$ cat config.mk
export PLATFORM = sky130hd
export DESIGN_NAME = sram_async_ctrl
export DESIGN_NICKNAME = d
export VERILOG_FILES = /design/src/rtl/sram_ctrl_pkg.sv /design/src/rtl/sram_phase_timer.sv /design/src/rtl/sram_lane_steer.sv /design/src/rtl/sram_async_ctrl.sv
export SDC_FILE = /design/constraint.sdc
export NUM_CORES = 1
export LEC_CHECK = 0
export ABC_AREA = 1
export ABC_CLOCK_PERIOD_IN_PS = 1500
export BUFFER_PORTS_ARGS = -buffer_cell sky130_fd_sc_hd__buf_4
export CAP_MARGIN = 20
export CORE_UTILIZATION = 43
export CTS_CLUSTER_DIAMETER = 200
export DETAILED_ROUTE_END_ITERATION = 10
export MAX_ROUTING_LAYER = met4
export PLACE_DENSITY = 0.74
export SLEW_MARGIN = 20
export SYNTH_ARGS = -nofsm -noshare
export SYNTH_HDL_FRONTEND = slang
export SYNTH_SLANG_ARGS = --single-unit
$ cat constraint.sdc
create_clock -name clk -period 1.5 [get_ports clk]
set_input_delay 0.3 -clock clk [delete_from_list [all_inputs] [get_ports clk]]
set_output_delay 0.3 -clock clk [all_outputs]
set_load 0.01 [all_outputs]
$ cat src/rtl/sram_ctrl_pkg.sv
package sram_ctrl_pkg;

    typedef enum logic [2:0] {
        ST_IDLE,
        ST_TURN,
        ST_WSETUP,
        ST_WSTROBE,
        ST_RACCESS,
        ST_PAUSE
    } ctl_state_e;

    function automatic int ceil_div(input int num, input int den);
        return (num + den - 1) / den;
    endfunction

    function automatic int max2(input int a, input int b);
        return (a > b) ? a : b;
    endfunction

    function automatic int cnt_width(input int v);
        return (v < 1) ? 1 : $clog2(v + 1);
    endfunction

endpackage

$ cat src/rtl/sram_phase_timer.sv
module sram_phase_timer #(
    parameter int CW = 3
) (
    input  logic          clk,
    input  logic          rst_n,
    input  logic          load,
    input  logic [CW-1:0] load_val,
    output logic          done
);

    logic [CW-1:0] cnt_q;

    always_ff @(posedge clk or negedge rst_n) begin
        if (!rst_n) begin
            cnt_q <= '0;
        end else if (load) begin
            cnt_q <= load_val;
        end else if (cnt_q != '0) begin
            cnt_q <= cnt_q - 1'b1;
        end
    end

    assign done = (cnt_q == '0);

    // a running phase shortens by exactly one clock per edge
    p_step_by_one_r10: assert property (@(posedge clk) disable iff (!rst_n)
        (!load && cnt_q != '0) |=> (cnt_q == $past(cnt_q) - 1'b1));

endmodule

$ cat src/rtl/sram_lane_steer.sv
module sram_lane_steer #(
    parameter int LANES  = 2,
    parameter int LANE_W = 8
) (
    input  logic                    active,
    input  logic [LANES-1:0]        lane_sel,
    input  logic [LANES*LANE_W-1:0] rd_raw,
    output logic [LANES-1:0]        lane_en_n,
    output logic [LANES*LANE_W-1:0] rd_kept
);

    for (genvar g = 0; g < LANES; g++) begin : g_lane
        assign lane_en_n[g] = ~(active & lane_sel[g]);
        assign rd_kept[g*LANE_W +: LANE_W] =
            lane_sel[g] ? rd_raw[g*LANE_W +: LANE_W] : '0;
    end

endmodule

$ cat src/rtl/sram_async_ctrl.sv
module sram_async_ctrl
    import sram_ctrl_pkg::*;
#(
    parameter int ADDR_W  = 17,
    parameter int DATA_W  = 16,
    parameter int CLK_PS  = 10000,
    parameter int T_WP_PS = 40000,
    parameter int T_AW_PS = 45000,
    parameter int T_DS_PS = 25000,
    parameter int T_WC_PS = 55000,
    parameter int T_AA_PS = 55000,
    parameter int T_OE_PS = 25000,
    parameter int T_RC_PS = 55000,
    parameter int T_TA_PS = 25000
) (
    input  logic              clk,
    input  logic              rst_n,
    input  logic              req_valid,
    input  logic              req_write,
    input  logic [ADDR_W-1:0] req_addr,
    input  logic [DATA_W-1:0] req_wdata,
    input  logic [1:0]        req_mask,
    output logic              req_ready,
    output logic [DATA_W-1:0] req_rdata,
    output logic              mem_ce_n,
    output logic              mem_we_n,
    output logic              mem_oe_n,
    output logic              mem_ub_n,
    output logic              mem_lb_n,
    output logic [ADDR_W-1:0] mem_addr,
    output logic [DATA_W-1:0] mem_dq_o,
    output logic              mem_dq_oe,
    input  logic [DATA_W-1:0] mem_dq_i
);

    localparam int LANES   = 2;
    localparam int LANE_W  = DATA_W / LANES;
    localparam int WP_CYC  = max2(max2(ceil_div(T_WP_PS, CLK_PS), ceil_div(T_AW_PS, CLK_PS) - 1),
                                  max2(ceil_div(T_DS_PS, CLK_PS), 1));
    localparam int AA_CYC  = max2(max2(ceil_div(T_AA_PS, CLK_PS), ceil_div(T_OE_PS, CLK_PS)), 1);
    localparam int WC_CYC  = ceil_div(T_WC_PS, CLK_PS);
    localparam int RC_CYC  = ceil_div(T_RC_PS, CLK_PS);
    localparam int WR_REST = max2(WC_CYC - 1 - WP_CYC, 0);
    localparam int RD_REST = max2(RC_CYC - AA_CYC, 0);
    localparam int TA_CYC  = ceil_div(T_TA_PS, CLK_PS);
    localparam int LONGEST = max2(max2(max2(WP_CYC, AA_CYC), max2(WR_REST, RD_REST)),
                                  max2(TA_CYC, max2(WC_CYC, RC_CYC)));
    localparam int CW      = cnt_width(LONGEST);
    localparam int MIN_GAP = (WC_CYC < RC_CYC) ? WC_CYC : RC_CYC;

    ctl_state_e state_q, state_d;

    logic              accept, need_turn, phase_done, phase_load;
    logic [CW-1:0]     phase_val;
    logic              wr_q, have_dir_q, ready_q, strobe_on;
    logic [ADDR_W-1:0] addr_q;
    logic [DATA_W-1:0] wdata_q, rdata_q, rd_kept;
    logic [1:0]        mask_q, lane_en_n;

    assign accept    = (state_q == ST_IDLE) && req_valid && !ready_q;
    assign need_turn = have_dir_q && (req_write != wr_q) && (TA_CYC > 0);

    // next state
    always_comb begin
        state_d = state_q;
        unique case (state_q)
            ST_IDLE: begin
                if (accept) begin
                    if (need_turn)      state_d = ST_TURN;
                    else if (req_write) state_d = ST_WSETUP;
                    else                state_d = ST_RACCESS;
                end
            end
            ST_TURN:    if (phase_done) state_d = wr_q ? ST_WSETUP : ST_RACCESS;
            ST_WSETUP:  state_d = ST_WSTROBE;
            ST_WSTROBE: if (phase_done) state_d = (WR_REST > 0) ? ST_PAUSE : ST_IDLE;
            ST_RACCESS: if (phase_done) state_d = (RD_REST > 0) ? ST_PAUSE : ST_IDLE;
            ST_PAUSE:   if (phase_done) state_d = ST_IDLE;
            default:    state_d = ST_IDLE;
        endcase
    end

    // phase length loaded on every entry into a timed state
    always_comb begin
        phase_load = (state_d != state_q) && (state_d != ST_IDLE);
        unique case (state_d)
            ST_TURN:    phase_val = CW'(TA_CYC - 1);
            ST_WSTROBE: phase_val = CW'(WP_CYC - 1);
            ST_RACCESS: phase_val = CW'(AA_CYC - 1);
            ST_PAUSE:   phase_val = wr_q ? CW'(WR_REST - 1) : CW'(RD_REST - 1);
            default:    phase_val = '0;
        endcase
    end

    sram_phase_timer #(.CW(CW)) u_timer (
        .clk      (clk),
        .rst_n    (rst_n),
        .load     (phase_load),
        .load_val (phase_val),
        .done     (phase_done)
    );

    // state register
    always_ff @(posedge clk or negedge rst_n) begin
        if (!rst_n) state_q <= ST_IDLE;
        else        state_q <= state_d;
    end

    // request latch, capture and ready
    always_ff @(posedge clk or negedge rst_n) begin
        if (!rst_n) begin
            addr_q     <= '0;
            wdata_q    <= '0;
            mask_q     <= '0;
            wr_q       <= 1'b0;
            have_dir_q <= 1'b0;
            ready_q    <= 1'b0;
            rdata_q    <= '0;
        end else begin
            if (accept) begin
                addr_q     <= req_addr;
                wdata_q    <= req_wdata;
                mask_q     <= req_mask;
                wr_q       <= req_write;
                have_dir_q <= 1'b1;
            end
            ready_q <= phase_done &&
                       (state_q == ST_WSTROBE || state_q == ST_RACCESS);
            if (state_q == ST_RACCESS && phase_done) begin
                rdata_q <= rd_kept;
            end
        end
    end

    // strobe outputs
    always_comb begin
        mem_ce_n  = 1'b1;
        mem_we_n  = 1'b1;
        mem_oe_n  = 1'b1;
        mem_dq_oe = 1'b0;
        strobe_on = 1'b0;
        unique case (state_q)
            ST_WSETUP: begin
                mem_ce_n  = 1'b0;
                strobe_on = 1'b1;
            end
            ST_WSTROBE: begin
                mem_ce_n  = 1'b0;
                mem_we_n  = 1'b0;
                mem_dq_oe = 1'b1;
                strobe_on = 1'b1;
            end
            ST_RACCESS: begin
                mem_ce_n  = 1'b0;
                mem_oe_n  = 1'b0;
                strobe_on = 1'b1;
            end
            default: ;
        endcase
    end

    sram_lane_steer #(.LANES(LANES), .LANE_W(LANE_W)) u_lanes (
        .active    (strobe_on),
        .lane_sel  (mask_q),
        .rd_raw    (mem_dq_i),
        .lane_en_n (lane_en_n),
        .rd_kept   (rd_kept)
    );

    assign mem_lb_n  = lane_en_n[0];
    assign mem_ub_n  = lane_en_n[1];
    assign mem_addr  = addr_q;
    assign mem_dq_o  = wdata_q;
    assign req_ready = ready_q;
    assign req_rdata = rdata_q;

    // ---------------- checks ----------------
    logic [CW-1:0] rel_cnt, ce_gap;
    logic          ce_n_q;

    always_ff @(posedge clk or negedge rst_n) begin
        if (!rst_n) begin
            rel_cnt <= CW'(TA_CYC);
            ce_gap  <= CW'(LONGEST);
            ce_n_q  <= 1'b1;
        end else begin
            if (mem_dq_oe)                 rel_cnt <= '0;
            else if (rel_cnt < CW'(TA_CYC)) rel_cnt <= rel_cnt + 1'b1;
            if (ce_n_q && !mem_ce_n)       ce_gap <= CW'(1);
            else if (ce_gap < CW'(LONGEST)) ce_gap <= ce_gap + 1'b1;
            ce_n_q <= mem_ce_n;
        end
    end

    // strobe falls only after a clock of chip select with a settled address
    p_addr_setup_r3: assert property (@(posedge clk) disable iff (!rst_n)
        $fell(mem_we_n) |-> ($past(!mem_ce_n) && $stable(mem_addr)));

    // address held while the strobe is low
    p_addr_hold_r3: assert property (@(posedge clk) disable iff (!rst_n)
        !mem_we_n |=> $stable(mem_addr));

    // never output-enable and write strobe together
    p_oe_we_excl_r5: assert property (@(posedge clk) disable iff (!rst_n)
        !(!mem_oe_n && !mem_we_n));

    // ready is a single-cycle pulse
    p_ready_pulse_r6: assert property (@(posedge clk) disable iff (!rst_n)
        req_ready |=> !req_ready);

    // minimum spacing of chip-enable assertions
    p_cycle_gap_r7: assert property (@(posedge clk) disable iff (!rst_n)
        $fell(mem_ce_n) |-> (ce_gap >= CW'(MIN_GAP)));

    // bus released long enough before output enable
    p_turnaround_r8: assert property (@(posedge clk) disable iff (!rst_n)
        $fell(mem_oe_n) |-> (rel_cnt >= CW'(TA_CYC)));

    // latched request frozen while busy
    p_busy_frozen_r9: assert property (@(posedge clk) disable iff (!rst_n)
        (state_q != ST_IDLE) |=> ($stable(addr_q) && $stable(wdata_q) && $stable(mask_q)));

endmodule

==> flow_metrics.tcl, run 1 <==
set metrics [dict create \
    initial_core_util_pct 44.8 \
    grt_max_degree 39 \
    synthCells 325 \
    grt_first_pass_wirelength_mm 11.4 \
    cell_at_the_slowest_stage_of_the_critical_path "sky130_fd_sc_hd__dfrtp_2" \
    vias 2730 \
    area_occupied_by_multi_input_gates_um2 1410 \
    violations "negative setup slack" \
    clkLatencyLatePin_ns 0.32 \
    worst_slew_margin_rel_pct 71.4 \
    io_pins 111 \
    worst_slew_pin_slew_ns 0.429 \
    power.density_cell_area_nw_per_um2 2290 \
    hold_path_depth 3 \
    min_delay_startpoint "req_wdata[5]" \
    run_status "finished with violations" \
    io_buffers 110 \
    layout_commonest_cell "sky130_fd_sc_hd__buf_4" \
    r2r-start "u_timer.cnt_q[1]" \
    die_area_um2 6530 \
    postPlaceCellArea_um2 3740 \
    slowest_delay_ns 0.48 \
    worstPathBufferInverterCount 3 \
    die_height_um 80.8 \
    cts_root_buf "sky130_fd_sc_hd__clkbuf_8" \
    worst_hold_path.endpoint "mem_dq_o[5]" \
    worstReg2RegEnd "u_timer.cnt_q[2]" \
    drc_errors 0 \
    p_leak_nw 2.43 \
    timing.final.crit_share_pct 112 \
    dp.final_hpwl_mm 4.92 \
    synth-seq-cells 60 \
    crit_path_cell_trace "nor2_4 > buf_6 > a21oi_4 > inv_2 > nand2_1 > buf_6" \
    h-tree-depth 3 \
    number_of_global_route_vias_before_repair 2547 \
    final_cell_mix "sky130_fd_sc_hd__buf_4, sky130_fd_sc_hd__nand2_1, sky130_fd_sc_hd__dfrtp_1" \
    fmaxAchievable_mhz 597 \
    row_count 28 \
    stdcell_area_um2 4590 \
    crit_type "flop to output port" \
    timing_max_transition_violations_final 0 \
    synth_area_um2 2670 \
    postRouteAntennaNets 0 \
    grt_total_usage_pct 23.9 \
    cts_tree "yes" \
    grt_antenna_before_repair 0 \
    setup_viol 44 \
    routed_via_density 4.90 \
    number_of_cts_inserted_buffers 9 \
    critical_path_peak_fanout 4 \
    timing.reg2reg.worst_path_depth 13 \
    routability_driven_placement_congestion_ratio 0.886 \
    sequential_area_um2 1500 \
    ys_warn_count 0 \
    reg2reg_setup_slack_ns -0.16 \
    num-fill-cells 409 \
    crit_family "flip-flops" \
    worst_setup_hold_path_clk_slew_ns 0.07 \
    drt-total-wl_mm 7.94 \
    dpl.cell_count 518 \
    num-nets-final 534 \
    cp_common_cell "sky130_fd_sc_hd__buf_6" \
    worst_path_arrival_time_ns 1.37 \
    buffer_depth_of_the_longest_clock_path 2 \
    share_of_layout_cells_above_drive_strength_1_pct 54.6 \
    hold_viol_final 0 \
    antenna_cells_inserted 0 \
    fin_ws_ns -0.175 \
    timing.clock.skew_ns 0.00720 \
    synth.yosys.seq_area_share_pct 56.2 \
    grt_remaining_overflow 0 \
    post_layout_nonfiller_instances 557 \
    mappedNetlistNets 382 \
    route.detailed.wl_per_inst_um 14.2 \
    cp-end-kind "output port" \
    worst_hold_path_type "input port to flop" \
    die_x_um 80.8 \
    worstSetupStartpointType "flop" \
    finalCriticalPeriod_ns 1.67 \
    worst_ir_drop_vdd_mv 1.36 \
    avgSynthCellArea_um2 8.22 \
    timing.critical_path.required_ns 1.20 \
    cap_viol_max_count 0 \
    drtIter0Drc 105 \
    cts_sinks 60 \
    rsz0062_at_grt "true" \
    drt_first_pass_iters 4 \
    flow.area_growth_from_synthesis_pct 72.1 \
    core_area_um2 5960 \
    synth_cell_type_count 22 \
]
==> metrics by stage <==
stage	TNS, ns	hold slack, ns	setup WS, ns	util, %	power (mW)
3_5_place_dp	-0.604	0.223	-0.172	62.8	7.36
3_3_place_gp	-0.154	0.216	-0.0739	62.8	7.20
2_1_floorplan	-0.00980	0.00441	-0.00547	-	5.29
6_report	-3.94	0.178	-0.175	77.1	10.5
4_1_cts	-0.795	0.166	-0.135	69.4	9.27
5_1_grt	-7.24	0.163	-0.264	77.1	11.3
==> logic make-up after synthesis <==
family	count (synthesis)	synth area share, %
AO/OA/AOI/OAI	28	5.39
XOR/XNOR	1	0.328
adder cells (fa/ha/maj)	2	0.937
buffers and inverters	36	5.62
flip-flops	60	56.2
AND/OR/NAND/NOR	198	31.5
==> power breakdown <==
group          switching [mW]  internal (mW)
registers               0.680           2.39
clock network           0.629          0.854
logic                    3.10           2.89
total                    4.40           6.14
==> sequential cells by signal, indices dropped and copies added, names as in the netlist <==
register	flops
mem_addr	17
mem_dq_o	16
u_timer.cnt_q	3
state_q	3
mask_q	2
wr_q	1
req_ready	1
req_rdata	16
have_dir_q	1
==> final cells by class <==
| class | count | share of cell area [%] |
|---|---|---|
| tap | 75 | 2.04 |
| sequential | 60 | 32.7 |
| timing repair buffer | 155 | 28.2 |
| multi-input combinational | 230 | 30.7 |
| clock buffer | 12 | 3.38 |
| clock inverter | 4 | 1.03 |
| inverter | 21 | 1.96 |
==> synth_stat cells, drive strengths merged <==
| cell type | number | area, µm² |
|---|---|---|
| dfrtp | 60 | 1500 |
| o21ai | 22 | 114 |
| clkinv | 1 | 3.75 |
| nand4 | 2 | 18.8 |
| buf | 8 | 45.0 |
| clkbuf | 7 | 26.3 |
| nand3 | 29 | 155 |
| nor2 | 8 | 52.6 |
| a21oi | 6 | 30.0 |
| inv | 20 | 75.1 |
| xor2 | 1 | 8.76 |
| nand2 | 159 | 614 |
| ha | 2 | 25.0 |
==> metal layers <==
layer  wire [µm]  global-route usage (%)  share of wire [%]  vias up
met5           0                       -                  0        -
met4          89                    8.04                1.1        0
met3         423                    6.74                5.3        7
met2        4110                    37.1                 52       96
met1        3310                    29.9                 42     1302
li1            -                       -                  -     1325
==> repair_timing <==
| item | CTS | global route |
|---|---|---|
| hold buffers | 1 | 0 |
| buffers inserted | 8 | 10 |
| endpoints found under the setup margin | 36 | 59 |
| gates resized for setup | 31 | 94 |
| hold endpoints to repair | 22 | 0 |
| gates cloned | 0 | 5 |
| pin swaps | 9 | 9 |
==> worst max-delay path by stage <==
stage | from | to | slack, ns | depth (start not counted)
after floorplan | u_timer.cnt_q[1] | u_timer.cnt_q[2] | -0.005 | 13
after global placement | u_timer.cnt_q[1] | u_timer.cnt_q[2] | -0.07 | 13
after detailed placement | u_timer.cnt_q[1] | u_timer.cnt_q[2] | -0.17 | 13
after CTS | state_q[1] | mem_ub_n | -0.14 | 6
after global routing | u_timer.cnt_q[0] | u_timer.cnt_q[2] | -0.26 | 13
final | state_q[1] | mem_ub_n | -0.17 | 6
==> worst reg2reg max path, cell delays in order, from the launching register on <==
cell	delay, ns
sky130_fd_sc_hd__dfrtp_1	0.40
sky130_fd_sc_hd__inv_2	0.09
sky130_fd_sc_hd__ha_4	0.17
sky130_fd_sc_hd__nand2_8	0.08
sky130_fd_sc_hd__inv_1	0.10
sky130_fd_sc_hd__nand2_1	0.07
sky130_fd_sc_hd__nand3_2	0.10
sky130_fd_sc_hd__nand3_2	0.12
sky130_fd_sc_hd__inv_2	0.09
sky130_fd_sc_hd__nand3_2	0.09
sky130_fd_sc_hd__nand2_2	0.10
sky130_fd_sc_hd__nand2_1	0.05
sky130_fd_sc_hd__nand2_1	0.05
sky130_fd_sc_hd__inv_1	0.03
(Power assumes the default switching activity.)
==> run 2, diff against run 1 <==
Settings changed: ABC_CLOCK_PERIOD_IN_PS 1500 to 1600, CORE_UTILIZATION 43 to 48, PLACE_DENSITY 0.74 to 0.78.
Clock period 1.5 ns to 1.6 ns, I/O delays scaled along.
==> flow_metrics.tcl, run 2 (synthesized netlist as in run 1, its figures left out) <==
set metrics [dict create \
    run_status "finished with violations" \
    violations "negative setup slack" \
    core_area_um2 5240 \
    num-fill-cells 355 \
    drtIter0Drc 182 \
    io_pins 111 \
    hold_viol_final 0 \
    dp.final_hpwl_mm 5.02 \
    worst_path_arrival_time_ns 2.00 \
    cts_tree "yes" \
    cts_root_buf "sky130_fd_sc_hd__clkbuf_8" \
    worst_slew_margin_rel_pct 72.1 \
    endpoint "u_timer.cnt_q[2]" \
    die_height_um 76.6 \
    worst_slew_pin_slew_ns 0.418 \
    setup_viol 9 \
    worst_hold_path_type "input port to flop" \
    crit_type "flop to flop" \
    largest_reg_flops 17 \
    finalCriticalPeriod_ns 1.77 \
    worst_setup_hold_path_clk_slew_ns 0.07 \
    rsz0062_at_grt "true" \
    number_of_cts_inserted_buffers 9 \
    timing.clock.skew_ns 0.00616 \
    cap_viol_max_count 0 \
    flow.area_growth_from_synthesis_pct 59.1 \
    die_area_um2 5870 \
    setup.worst_path.start "u_timer.cnt_q[0]" \
    vias 2767 \
    drc_errors 0 \
    layout_commonest_cell "sky130_fd_sc_hd__nand2_1" \
    route.detailed.wl_per_inst_um 14.8 \
    grt_max_degree 32 \
    hold_ws_ns 0.178 \
    grt_remaining_overflow 0 \
    reg2reg_setup_slack_ns -0.17 \
    grt_total_usage_pct 26.9 \
    routed_via_density 5.10 \
    routability_driven_placement_congestion_ratio 0.916 \
    fin_setup_tns_ns -0.849 \
    buffer_depth_of_the_longest_clock_path 2 \
    postRouteAntennaNets 0 \
    p_leak_nw 2.32 \
    final_cell_mix "sky130_fd_sc_hd__nand2_1, sky130_fd_sc_hd__buf_4, sky130_fd_sc_hd__dfrtp_1" \
    postLayoutCoreUtil_pct 81.1 \
    critical_path_peak_fanout 6 \
    fin_ws_ns -0.171 \
    grt_antenna_before_repair 0 \
    io_buffers 110 \
    cts_sinks 60 \
    initial_core_util_pct 51.0 \
    r2r-start "u_timer.cnt_q[0]" \
    num-nets-final 527 \
    drt-total-wl_mm 8.04 \
    timing_max_transition_violations_final 0 \
    die_x_um 76.6 \
    row_count 26 \
    power.density_cell_area_nw_per_um2 2250 \
    worstSetupStartpointType "flop" \
    clkLatencyLatePin_ns 0.34 \
    grt_first_pass_wirelength_mm 11.9 \
    timing.critical_path.required_ns 1.83 \
    number_of_global_route_vias_before_repair 2609 \
    timing.final.crit_share_pct 111 \
    timing.reg2reg.worst_path_depth 13 \
    antenna_cells_inserted 0 \
    report.power.total_mw 9.56 \
    drt_first_pass_iters 5 \
    preCtsSetupSlack_ns -0.202 \
    worst_ir_drop_vdd_mv 1.24 \
    h-tree-depth 3 \
    fmaxAchievable_mhz 565 \
    cp-end-kind "flop" \
    worstReg2RegEnd "u_timer.cnt_q[2]" \
    share_of_layout_cells_above_drive_strength_1_pct 43.3 \
]
[run 2: how the worst min path moves through the flow]
stage	startpoint	endpoint	slack, ns	cells after the start
after floorplan	rst_n	have_dir_q	0.02	0
after global placement	rst_n	req_rdata[2]	0.28	1
after detailed placement	rst_n	req_rdata[2]	0.28	1
after CTS	req_addr[13]	mem_addr[13]	0.18	3
after global routing	req_mask[0]	mask_q[0]	0.18	3
final	req_mask[0]	mask_q[0]	0.18	3
[run 2: timing repair]
action                                 4_1_cts  5_1_grt
setup endpoints to repair                    9       26
hold buffers                                 1        0
gates resized for setup                     23       34
gates cloned                                 0        1
endpoints found under the hold margin       30        0
buffers inserted                             9       11
pin swaps                                    8       17
[run 2: cell type report]
type / count / area [µm²] / share of cell area [%]
multi-input combinational: 229 / 1190 / 28.0
tap: 70 / 87.6 / 2.06
sequential: 60 / 1500 / 35.4
inverter: 21 / 86.3 / 2.03
timing repair buffer: 149 / 1170 / 27.7
clock inverter: 2 / 60.1 / 1.41
clock buffer: 12 / 145 / 3.42
[run 2: per-layer routing]
metal | share of wire [%] | global-route usage (%) | vias to the layer above
met1 | 39 | 31.3 | 1297
met2 | 50 | 43.1 | 149
li1 | - | - | 1302
met5 | 0 | - | -
met4 | 2.8 | 13.3 | 0
met3 | 8.3 | 7.31 | 19
[run 2: metrics by stage]
step | std cells | area, µm²
global route | 543 | 4250
global placement | 507 | 3650
detailed placement | 507 | 3650
finish | 543 | 4250
CTS | 531 | 4020
floorplan | 325 | 2670
[run 2: power breakdown]
| group | leakage [nW] | internal, mW | total, mW | switching (mW) |
|---|---|---|---|---|
| sequential | 0.747 | 2.25 | 2.76 | 0.511 |
| clock | 0.103 | 0.904 | 1.46 | 0.559 |
| combinational | 1.47 | 2.47 | 5.34 | 2.87 |
| total | 2.32 | 5.62 | 9.56 | 3.94 |
[run 2: worst max-delay path: stages, from the launching register on]
cell,delay (ns)
sky130_fd_sc_hd__dfrtp_1,0.40
sky130_fd_sc_hd__inv_2,0.11
sky130_fd_sc_hd__ha_4,0.19
sky130_fd_sc_hd__nand2_8,0.08
sky130_fd_sc_hd__inv_1,0.10
sky130_fd_sc_hd__nand2_1,0.09
sky130_fd_sc_hd__nand3_2,0.09
sky130_fd_sc_hd__nand3_2,0.13
sky130_fd_sc_hd__inv_2,0.11
sky130_fd_sc_hd__nand3_4,0.09
sky130_fd_sc_hd__nand2_4,0.10
sky130_fd_sc_hd__nand2_1,0.06
sky130_fd_sc_hd__nand2_1,0.07
sky130_fd_sc_hd__inv_1,0.03
==> run 3, diff against run 2 <==
Settings changed: RECOVER_POWER set to 100.
==> flow_metrics.tcl, run 3 (synthesized netlist as in run 1, its figures left out) <==
set metrics [dict create \
    cts_tree "yes" \
    io_buffers 110 \
    worstSetupStartpointType "flop" \
    p_leak_nw 2.31 \
    fin_ws_ns -0.174 \
    vias 2774 \
    preCtsSetupSlack_ns -0.202 \
    finalCriticalPeriod_ns 1.77 \
    grt_max_degree 32 \
    die_height_um 76.6 \
    fmaxAchievable_mhz 564 \
    timing.clock.skew_ns 0.00621 \
    drt_first_pass_iters 4 \
    cts_root_buf "sky130_fd_sc_hd__clkbuf_8" \
    die_x_um 76.6 \
    worst_ir_drop_vdd_mv 1.24 \
    grt_antenna_before_repair 0 \
    power_switching_share_pct 41.2 \
    total_switching_power_mw 3.94 \
    share_seq_of_total_power_pct 28.8 \
    row_count 26 \
    drtIter0Drc 182 \
    worst_path_arrival_time_ns 2.01 \
    clock_network_fraction_of_design_power_pct 15.3 \
    worst_slew_pin_slew_ns 0.792 \
    flow.area_growth_from_synthesis_pct 58.7 \
    combinationalPowerShare_pct 55.8 \
    antenna_cells_inserted 0 \
    cp-end-kind "flop" \
    grt_total_usage_pct 26.9 \
    post_layout_nonfiller_instances 543 \
    largest_reg_flops 17 \
    core_area_um2 5240 \
    slowest_delay_ns 0.40 \
    grt_first_pass_wirelength_mm 11.9 \
    final_cell_mix "sky130_fd_sc_hd__nand2_1, sky130_fd_sc_hd__buf_4, sky130_fd_sc_hd__dfrtp_1" \
    postRouteAntennaNets 0 \
    io_pins 111 \
    hold_viol_final 0 \
    violations "negative setup slack" \
    cts_sinks 60 \
    power.density_cell_area_nw_per_um2 2260 \
    timing_max_transition_violations_final 0 \
    timing.reg2reg.worst_path_depth 13 \
    worst_slew_margin_rel_pct 47.2 \
    die_area_um2 5870 \
    clkLatencyLatePin_ns 0.34 \
    power_report.internal_total_mw 5.62 \
    drt-total-wl_mm 8.04 \
    crit_path_cell_trace "inv_2 > ha_4 > nand2_8 > inv_1 > nand2_1 > nand3_2 > nand3_2 > inv_2 > nand3_4 > nand2_4 > nand2_1 > nand2_1 > inv_1" \
    rsz0062_at_grt "true" \
    h-tree-depth 3 \
    route.detailed.wl_per_inst_um 14.8 \
    worst_setup_hold_path_clk_slew_ns 0.07 \
    drc_errors 0 \
    fin_setup_tns_ns -0.882 \
    cell_at_the_slowest_stage_of_the_critical_path "sky130_fd_sc_hd__dfrtp_1" \
    dp.final_hpwl_mm 5.02 \
    crit_type "flop to flop" \
    critical_path_peak_fanout 6 \
    num-nets-final 527 \
    layout_commonest_cell "sky130_fd_sc_hd__nand2_1" \
    routed_via_density 5.11 \
    number_of_global_route_vias_before_repair 2609 \
    hold_path_depth 3 \
    run_status "finished with violations" \
    setup_viol 10 \
    cap_viol_max_count 0 \
    routability_driven_placement_congestion_ratio 0.916 \
    timing.critical_path.required_ns 1.83 \
    grt_remaining_overflow 0 \
    worst_hold_path_type "input port to flop" \
    dpl.cell_count 507 \
    timing.final.crit_share_pct 111 \
    number_of_cts_inserted_buffers 9 \
    cp_common_cell "sky130_fd_sc_hd__nand2_1" \
    share_of_layout_cells_above_drive_strength_1_pct 43.3 \
    report.power.total_mw 9.56 \
    initial_core_util_pct 51.0 \
    buffer_depth_of_the_longest_clock_path 2 \
]
[run 3: cell count changes in the layout (fill, tap and decap cells not counted), sizes merged]
cell	before	now
buf	148	147
clkbuf	12	13
[run 3: repair_timing]
item	CTS	global route
pin swaps	8	17
hold endpoints to repair	30	0
resized for setup	23	34
setup buffers	9	11
hold buffers	1	0
endpoints found under the setup margin	9	26
cloned	0	1
[run 3: cell type report]
type / count / area (µm²)
Inverter: 21 / 86.3
Fill cell: 358 / 1000
Clock inverter: 2 / 60.1
Multi-Input combinational cell: 229 / 1190
Timing Repair Buffer: 149 / 1160
Sequential cell: 60 / 1500
Tap cell: 70 / 87.6
Clock buffer: 12 / 145
[run 3: through the flow]
| step | utilization (%) | instance area, µm² | hold slack, ns |
|---|---|---|---|
| floorplan | - | 2670 | 0.0244 |
| global placement | 69.7 | 3650 | 0.282 |
| detailed placement | 69.7 | 3650 | 0.283 |
| CTS | 76.7 | 4020 | 0.175 |
| global route | 80.9 | 4240 | 0.178 |
| finish | 80.9 | 4240 | 0.175 |
[run 3: per-layer routing]
layer  up-vias  share of wire, %  global-route usage, %
li1       1301                 -                      -
met1      1292                39                   31.3
met2       155                49                   43.1
met3        26               9.3                   7.31
met4         0               2.8                   13.3
met5         -                 0                      -
[run 3: worst paths after layout]
| check | slack [ns] | to | startpoint |
|---|---|---|---|
| min in group asynchronous | 0.60 | state_q[1] | rst_n |
| worst min-delay path | 0.17 | mask_q[0] | req_mask[0] |
| max in group asynchronous | 0.25 | state_q[2] | rst_n |
| worst max register to register | -0.17 | u_timer.cnt_q[2] | u_timer.cnt_q[0] |
| worst max-delay path | -0.17 | u_timer.cnt_q[2] | u_timer.cnt_q[0] |
| worst min register to register | 0.48 | mem_addr[11] | mem_addr[11] |
[run 3: critical path, delay by kind of cell (launching register included)]
family        cells  cell delay, ns
fa+ha+maj         1            0.19
buf+inv           4            0.35
flops             1            0.40
simple gates      8            0.71
[run 3: power groups by stage]
stage / registers, mW / clock network (mW) / logic (mW)
after global routing: 2.83 / 1.54 / 5.77
after floorplan: 2.88 / 0 / 2.03
after detailed placement: 2.72 / 0 / 4.02
after CTS: 2.73 / 1.47 / 4.43
final: 2.76 / 1.47 / 5.34
after global placement: 2.71 / 0 / 3.87
